## config.mk

```make
export PLATFORM = sky130hd
export DESIGN_NAME = rx_ring_writer
export DESIGN_NICKNAME = d
export VERILOG_FILES = /design/src/rtl/rxr_pkg.sv /design/src/rtl/rxr_fit_check.sv /design/src/rtl/rxr_next_calc.sv /design/src/rtl/rxr_byte_pointer.sv /design/src/rtl/rx_ring_writer.sv
export SDC_FILE = /design/constraint.sdc
export NUM_CORES = 1
export LEC_CHECK = 0
export ABC_CLOCK_PERIOD_IN_PS = 10750
export CAP_MARGIN = 25
export CORE_ASPECT_RATIO = 1.25
export CORE_MARGIN = 5
export CORE_UTILIZATION = 29
export DETAILED_ROUTE_END_ITERATION = 10
export SYNTH_ARGS = -nofsm -noshare
export SYNTH_HDL_FRONTEND = slang
export SYNTH_HIERARCHICAL = 1
export SYNTH_SLANG_ARGS = --single-unit
```

## constraint.sdc

```tcl
create_clock -name clk -period 10.75 [get_ports clk]
set_input_delay 1.075 -clock clk [delete_from_list [all_inputs] [get_ports clk]]
set_output_delay 1.075 -clock clk [all_outputs]
set_load 0.01 [all_outputs]
```

## src/rtl/rxr_pkg.sv

```systemverilog
package rxr_pkg;

    localparam int HDR_BYTES  = 4;
    localparam int CRC_BYTES  = 4;
    localparam int PAGE_BYTES = 256;

    localparam logic [7:0] ST_GOOD  = 8'h01;
    localparam logic [7:0] ST_GROUP = 8'h20;

    typedef enum logic [1:0] {
        S_IDLE,
        S_RECV,
        S_DROP,
        S_HDR
    } rx_state_t;

    typedef struct packed {
        logic [7:0]  status;
        logic [7:0]  next_pg;
        logic [15:0] total;
    } rx_hdr_t;

    // Ring holds fewer free bytes than a worst-case frame plus its header.
    function automatic logic ring_is_full(input int start_b, input int stop_b,
                                          input int bnd_b, input int cur_b,
                                          input int max_frame);
        int avail;
        if (stop_b <= start_b) begin
            return 1'b1;
        end
        if (cur_b < bnd_b) begin
            avail = bnd_b - cur_b;
        end else begin
            avail = (stop_b - start_b) - (cur_b - bnd_b);
        end
        return (avail < max_frame + HDR_BYTES);
    endfunction

    // Byte address of the page that follows a stored frame.
    function automatic int next_ring_addr(input int base_b, input int frm_len,
                                          input int start_b, input int stop_b);
        int nxt;
        nxt = base_b + ((frm_len + HDR_BYTES + CRC_BYTES + PAGE_BYTES - 1)
                        & ~(PAGE_BYTES - 1));
        if (nxt >= stop_b) begin
            nxt = nxt - (stop_b - start_b);
        end
        return nxt;
    endfunction

    function automatic logic [7:0] hdr_byte(input rx_hdr_t h, input logic [1:0] sel);
        logic [7:0] b;
        case (sel)
            2'd0:    b = h.status;
            2'd1:    b = h.next_pg;
            2'd2:    b = h.total[7:0];
            default: b = h.total[15:8];
        endcase
        return b;
    endfunction

endpackage

```

## src/rtl/rxr_fit_check.sv

```systemverilog
module rxr_fit_check #(
    parameter int PAGE_W     = 8,
    parameter int ADDR_W     = PAGE_W + 8,
    parameter int MEM_END_PG = 128,
    parameter int MAX_FRAME  = 1514
) (
    input  logic [PAGE_W-1:0] start_pg,
    input  logic [PAGE_W-1:0] stop_pg,
    input  logic [PAGE_W-1:0] bnd_pg,
    input  logic [PAGE_W-1:0] cur_pg,
    output logic              full,
    output logic [ADDR_W-1:0] idx_b
);
    import rxr_pkg::*;

    int start_b, stop_b, bnd_b, cur_b;

    always_comb begin
        start_b = int'(start_pg) * PAGE_BYTES;
        stop_b  = int'(stop_pg)  * PAGE_BYTES;
        bnd_b   = int'(bnd_pg)   * PAGE_BYTES;
        cur_b   = int'(cur_pg)   * PAGE_BYTES;
        full    = ring_is_full(start_b, stop_b, bnd_b, cur_b, MAX_FRAME);
        // a current page beyond packet memory restarts at the ring start
        if (int'(cur_pg) >= MEM_END_PG) begin
            idx_b = ADDR_W'(start_b);
        end else begin
            idx_b = ADDR_W'(cur_b);
        end
    end

endmodule

```

## src/rtl/rxr_next_calc.sv

```systemverilog
module rxr_next_calc #(
    parameter int PAGE_W = 8,
    parameter int ADDR_W = PAGE_W + 8,
    parameter int LEN_W  = 16
) (
    input  logic [ADDR_W-1:0] base_b,
    input  logic [LEN_W-1:0]  frm_len,
    input  logic [PAGE_W-1:0] start_pg,
    input  logic [PAGE_W-1:0] stop_pg,
    output logic [PAGE_W-1:0] next_pg
);
    import rxr_pkg::*;

    int nxt_b;

    always_comb begin
        nxt_b   = next_ring_addr(int'(base_b), int'(frm_len),
                                 int'(start_pg) * PAGE_BYTES,
                                 int'(stop_pg) * PAGE_BYTES);
        next_pg = PAGE_W'(nxt_b / PAGE_BYTES);
    end

endmodule

```

## src/rtl/rxr_byte_pointer.sv

```systemverilog
module rxr_byte_pointer #(
    parameter int PAGE_W = 8,
    parameter int ADDR_W = PAGE_W + 8
) (
    input  logic              clk,
    input  logic              rst,
    input  logic              load,
    input  logic [ADDR_W-1:0] load_addr,
    input  logic              step,
    input  logic              active,
    input  logic [PAGE_W-1:0] start_pg,
    input  logic [PAGE_W-1:0] stop_pg,
    output logic [ADDR_W-1:0] ptr,
    output logic [ADDR_W-1:0] ptr_inc
);
    logic [ADDR_W-1:0] plus1;
    logic [ADDR_W-1:0] stop_b;
    logic [ADDR_W-1:0] start_b;

    assign stop_b  = {stop_pg, 8'h00};
    assign start_b = {start_pg, 8'h00};
    assign plus1   = ptr + ADDR_W'(1);
    assign ptr_inc = (plus1 == stop_b) ? start_b : plus1;

    always_ff @(posedge clk) begin
        if (rst) begin
            ptr <= '0;
        end else if (load) begin
            ptr <= load_addr;
        end else if (step) begin
            ptr <= ptr_inc;
        end
    end


    ptr_in_ring_chk: assert property (@(posedge clk) disable iff (rst)
        active |-> (ptr != stop_b));

endmodule

```

## src/rtl/rx_ring_writer.sv

```systemverilog
module rx_ring_writer #(
    parameter int PAGE_W     = 8,
    parameter int LEN_W      = 16,
    parameter int MEM_END_PG = 128,
    parameter int MAX_FRAME  = 1514
) (
    input  logic        clk,
    input  logic        rst,
    input  logic        rx_stopped,
    input  logic [7:0]  ring_start_pg,
    input  logic [7:0]  ring_stop_pg,
    input  logic [7:0]  ring_bnd_pg,
    input  logic [7:0]  ring_cur_pg,
    input  logic        in_valid,
    input  logic        in_sof,
    input  logic        in_eof,
    input  logic        in_abort,
    input  logic [7:0]  in_data,
    input  logic        in_group,
    output logic        mem_we,
    output logic [15:0] mem_addr,
    output logic [7:0]  mem_wdata,
    output logic        cur_upd,
    output logic [7:0]  cur_next,
    output logic        rx_irq,
    output logic [7:0]  rx_status
);
    import rxr_pkg::*;

    localparam int ADDR_W = PAGE_W + 8;

    rx_state_t         state;
    logic [ADDR_W-1:0] base_q;
    logic [LEN_W-1:0]  cnt_q;
    logic              grp_q;
    logic [1:0]        hsel_q;

    logic              ring_full;
    logic [ADDR_W-1:0] idx_b;
    logic [ADDR_W-1:0] first_b;
    logic [ADDR_W-1:0] ptr_cur;
    logic [ADDR_W-1:0] ptr_inc;
    logic [PAGE_W-1:0] nxt_pg;
    logic              sof_hit;
    logic              accept;
    logic              ptr_step;
    logic              recv_act;
    rx_hdr_t           hdr;

    rxr_fit_check #(
        .PAGE_W    (PAGE_W),
        .ADDR_W    (ADDR_W),
        .MEM_END_PG(MEM_END_PG),
        .MAX_FRAME (MAX_FRAME)
    ) u_fit (
        .start_pg(ring_start_pg),
        .stop_pg (ring_stop_pg),
        .bnd_pg  (ring_bnd_pg),
        .cur_pg  (ring_cur_pg),
        .full    (ring_full),
        .idx_b   (idx_b)
    );

    rxr_next_calc #(
        .PAGE_W(PAGE_W),
        .ADDR_W(ADDR_W),
        .LEN_W (LEN_W)
    ) u_next (
        .base_b  (base_q),
        .frm_len (cnt_q),
        .start_pg(ring_start_pg),
        .stop_pg (ring_stop_pg),
        .next_pg (nxt_pg)
    );

    rxr_byte_pointer #(
        .PAGE_W(PAGE_W),
        .ADDR_W(ADDR_W)
    ) u_ptr (
        .clk      (clk),
        .rst      (rst),
        .load     (accept),
        .load_addr(first_b),
        .step     (ptr_step),
        .active   (recv_act),
        .start_pg (ring_start_pg),
        .stop_pg  (ring_stop_pg),
        .ptr      (ptr_cur),
        .ptr_inc  (ptr_inc)
    );

    assign sof_hit  = (state == S_IDLE) && in_valid && in_sof;
    assign accept   = sof_hit && !rx_stopped && !ring_full;
    assign first_b  = idx_b + ADDR_W'(HDR_BYTES);
    assign recv_act = (state == S_RECV);
    assign ptr_step = recv_act && !in_abort && in_valid;

    always_comb begin
        hdr.status  = ST_GOOD | (grp_q ? ST_GROUP : 8'h00);
        hdr.next_pg = 8'(nxt_pg);
        hdr.total   = 16'(int'(cnt_q) + HDR_BYTES);
    end

    always_ff @(posedge clk) begin
        if (rst) begin
            state     <= S_IDLE;
            base_q    <= '0;
            cnt_q     <= '0;
            grp_q     <= 1'b0;
            hsel_q    <= '0;
            mem_we    <= 1'b0;
            mem_addr  <= '0;
            mem_wdata <= '0;
            cur_upd   <= 1'b0;
            cur_next  <= '0;
            rx_irq    <= 1'b0;
            rx_status <= '0;
        end else begin
            mem_we  <= 1'b0;
            cur_upd <= 1'b0;
            rx_irq  <= 1'b0;
            case (state)
                S_IDLE: begin
                    if (sof_hit) begin
                        if (!accept) begin
                            state <= in_eof ? S_IDLE : S_DROP;
                        end else begin
                            base_q    <= idx_b;
                            grp_q     <= in_group;
                            cnt_q     <= LEN_W'(1);
                            hsel_q    <= '0;
                            mem_we    <= 1'b1;
                            mem_addr  <= 16'(first_b);
                            mem_wdata <= in_data;
                            state     <= in_eof ? S_HDR : S_RECV;
                        end
                    end
                end
                S_RECV: begin
                    if (in_abort) begin
                        state <= S_IDLE;
                    end else if (in_valid) begin
                        mem_we    <= 1'b1;
                        mem_addr  <= 16'(ptr_inc);
                        mem_wdata <= in_data;
                        cnt_q     <= cnt_q + LEN_W'(1);
                        if (in_eof) begin
                            hsel_q <= '0;
                            state  <= S_HDR;
                        end
                    end
                end
                S_DROP: begin
                    if (in_abort || (in_valid && in_eof)) begin
                        state <= S_IDLE;
                    end
                end
                S_HDR: begin
                    mem_we    <= 1'b1;
                    mem_addr  <= 16'(base_q + ADDR_W'(hsel_q));
                    mem_wdata <= hdr_byte(hdr, hsel_q);
                    hsel_q    <= hsel_q + 2'd1;
                    if (hsel_q == 2'd3) begin
                        cur_upd   <= 1'b1;
                        cur_next  <= 8'(nxt_pg);
                        rx_irq    <= 1'b1;
                        rx_status <= hdr.status;
                        state     <= S_IDLE;
                    end
                end
                default: state <= S_IDLE;
            endcase
        end
    end


    stopped_drop_chk: assert property (@(posedge clk) disable iff (rst)
        (sof_hit && rx_stopped) |=> !mem_we);


    empty_ring_drop_chk: assert property (@(posedge clk) disable iff (rst)
        (sof_hit && (ring_stop_pg <= ring_start_pg)) |=> !mem_we);


    abort_no_commit_chk: assert property (@(posedge clk) disable iff (rst)
        (recv_act && in_abort) |=> (!cur_upd && !mem_we));


    commit_signals_chk: assert property (@(posedge clk) disable iff (rst)
        cur_upd |-> (rx_irq && mem_we && rx_status[0]));


    next_in_ring_chk: assert property (@(posedge clk) disable iff (rst)
        cur_upd |-> ((cur_next >= ring_start_pg) && (cur_next < ring_stop_pg)));

endmodule

```

==> impl_metrics.csv <==
group,metric,value,unit
timing,slew_violations,0,
timing,timing.fmax,0.150,GHz
timing,hold_ws,458,ps
floorplan,fp-row-count,72,
grt,grt_pass1_wl,44.2,mm
detailed_routing,wl_met3,1.52,mm
floorplan,die_h,208,um
synthesis,synthFlopType,"dfxtp_1",
detailed_routing,wl_per_cell,17.1,um
cts,cts_buffer_depth,2,
cts,post_cts_buffers,0,
grt,groute.usage.overall,15.5,%
final_layout,post-route-util,33.8,%
cts,clkTransAtPathRegs,80,ps
synthesis,synth_cells,1198,
synthesis,netlist_area,0.00910,mm2
pwr,p_comb_share,39.7,%
worst_setup_path,crit_path_end_kind,"register",
synthesis,synth-xor-area-share,12.1,%
pwr,p_sw_share,38.6,%
synthesis,synth_compound_area_share,21.1,%
floorplan,io_pins,91,
worst_setup_path,critical_path_class,"input pin to register",
final_layout,final_area,0.0105,mm2
placed_design,dpl.hpwl,22.2,mm
final_layout,area_growth,15.0,%
worst_setup_path,arrival,6930,ps
detailed_routing,drtAntennaViolNets,0,
worst_setup_path,crit_required,10990,ps
detailed_routing,met1_length,12.2,mm
pwr,ir_worst_vdd,73.9,uV
cts,cts_sinks,89,
synthesis,async_flop_share,0,%
worst_setup_path,reg2reg_slack,4120,ps
synthesis,synth-simple-area-share,24.0,%
cts,numCtsBuffers,9,
timing,skew,15.3,ps
timing,maxSlewHeadroom,26.8,%
grt,grt_pass1_vias,8338,
synthesis,synthMuxAreaShare,2.42,%
pwr,internal_power,0.000744,W
cts,root_buffer,"clkbuf_16",
detailed_routing,drtIter0Drc,538,
timing,setup_viol,0,
detailed_routing,num_vias,8597,
final_layout,final_cell_mix,"nand2_1, nor2_1, inv_1",
grt,overflow,0,
final_layout,final_common_cell,"nand2_1",
pwr,cellLeakagePower,4.16,nW
grt,grt_antenna_before_repair,0,
detailed_routing,firstDrtPassIters,5,
timing,finalCritPeriodShare,62.2,%
worst_setup_path,crit_path_max_fanout,28,
run,maxCapViolations,0,
cts,cts_tree,"done",
timing,setup_tns,0,ps
cts,htreeDepth,3,
synthesis,synth-seq-cells,89,
cts,postCtsResizedCells,0,
pwr,p_switching,0.000467,W
synthesis,synth_cell_type_count,98,
status,status,"finished clean",
placed_design,finalWeightedCongestion,0.887,
final_layout,fin_nets,1371,
floorplan,die_w,168,um
detailed_routing,dr.max_layer_used,"met4",
detailed_routing,wl,28.1,mm
floorplan,start_util,29.4,%
detailed_routing,viasPerCell,5.21,
timing,rsz0062_at_grt,"false",
grt,grt_max_degree,75,
pwr,power.density,116,mW/mm2
timing,period_needed,6690,ps
cts,worstSkewPairLatency,360,ps
pwr,pwr-share-seq,31.8,%
synthesis,synth_top_family_by_area,"simple AND/OR/NAND/NOR gates",
synthesis,syn_avg_cell_area,7.60,um2
final_layout,n_fill_cell,3354,
placed_design,port-buffer-count,84,
timing,tightest_slew,1090,ps
floorplan,dieArea,0.0351,mm2
detailed_routing,route.met2.wl,13.4,mm
worst_setup_path,worst_setup_path_start_kind,"input pin",
pwr,power,0.00121,W
final_layout,multi_input_area,0.00661,mm2
detailed_routing,drc,0,
synthesis,yosysWarnings,6,
final_layout,antennaDiodeCount,0,
cts,cts_hold_buf,0,
synthesis,synth_edf_count,0,
final_layout,drive_above_1_share,5.63,%
worst_hold_path,hold_class,"register to register",
pwr,power_frac_clock,28.5,%
final_layout,register_area,0.00178,mm2
timing,hold_viol,0,
synthesis,synth_seq_area_share,19.6,%
floorplan,fp.coreArea,0.0310,mm2
synthesis,synthAdderAreaFrac,12.3,%
placed_design,post_dp_cell_area,0.0101,mm2
[routing by layer]
layer / vias up / global-route usage (%)
met5: - / 0
met4: 0 / 5.85
met3: 48 / 2.18
met2: 259 / 26.3
met1: 4005 / 19.7
li1: 4285 / -
[sequential cells by signal, indices dropped and copies added, names as in the netlist, 2 cells and up]
signal and count:
base_q 16, cnt_q 16, cur_next 8, hsel_q 2, mem_addr 16, mem_wdata 8, rx_status 2, state 2
u_ptr/ptr 16
[power groups by stage]
stage | sequential [W] | clock (W) | combinational [W]
after floorplan | 0.000387 | 0 | 0.000327
after global placement | 0.000392 | 0 | 0.000465
after detailed placement | 0.000393 | 0 | 0.000469
after CTS | 0.000385 | 0.000351 | 0.000473
after global routing | 0.000390 | 0.000362 | 0.000528
final | 0.000385 | 0.000346 | 0.000481
[logic make-up (layout without fill, tap and decap cells)]
group / Yosys count / in the layout
adder cells (fa/ha/maj): 85 / 85
AND/OR/NAND/NOR: 431 / 431
XOR/XNOR: 124 / 124
other: 2 / 14
AO/OA/AOI/OAI: 278 / 278
buffers and inverters: 168 / 201
flip-flops: 89 / 89
multiplexers: 21 / 21
[cells in the mapped netlist (all sizes together), types with 5 or more instances]
cell	count	area (um2)
nand2	140	541
nor2	97	364
a21oi	95	498
inv	93	349
dfxtp	89	1780
ha	77	963
xnor2	67	587
xor2	56	490
o21ai	46	241
buf	43	290
nand3	34	175
clkbuf	30	115
nand4	29	200
nor3	24	130
a211oi	20	160
nor4	20	144
mux2i	19	190
and3	14	88.8
nor3b	13	97.6
a21o	12	91.3
nor2b	12	82.6
or3	12	80.1
a221oi	9	85.1
a311oi	9	85.1
a31oi	9	71.3
o211ai	9	67.6
o22ai	9	56.3
fa	8	160
o21a	7	52.6
a2111oi	6	83.8
and2	6	37.5
nand3b	6	45.0
a31o	5	52.6
nand2b	5	31.3
o21bai	5	37.5
or2	5	33.8
[metrics by stage]
stage                     std cells  setup WS, ps
final                          1650          4060
after CTS                      1649          4130
after detailed placement       1633          3790
after floorplan                1210          5200
after global routing           1650          3670
after global placement         1633          4010
[cell type report]
type,instances,area share (%)
Multi-Input combinational cell,953,63.1
Sequential cell,89,17.0
Clock buffer,9,2.15
Tap cell,407,4.86
Clock inverter,7,0.908
Timing Repair Buffer,90,8.60
Inverter,95,3.40
[critical path: stages]
cell,delay (ps)
clkdlybuf4s50_1,540
inv_1,100
ha_1,170
inv_1,60
fa_1,400
a21o_1,180
a21oi_1,250
o21bai_1,100
a21oi_1,220
xnor2_1,110
ha_1,360
o21a_1,180
nor2_1,120
xnor2_1,70
a2111oi_0,350
nand4_1,160
nand4b_1,240
and4bb_2,300
nand3_1,230
buf_4,290
clkinv_1,500
buf_4,430
a21oi_1,140
a2111oi_0,80
a32o_1,270
[worst paths after layout]
kind                              from                   endpoint  depth (start not counted)
max reg2reg      cnt_q[2]$_SDFFE_PP0P_  mem_wdata[4]$_SDFFE_PP0P_                         27
min          rx_status[5]$_SDFFE_PP0P_  rx_status[5]$_SDFFE_PP0P_                          2
min reg2reg  rx_status[5]$_SDFFE_PP0P_  rx_status[5]$_SDFFE_PP0P_                          2
max                    ring_stop_pg[0]  mem_addr[14]$_SDFFE_PP0P_                         25
Power figures use the tool's default switching activity.
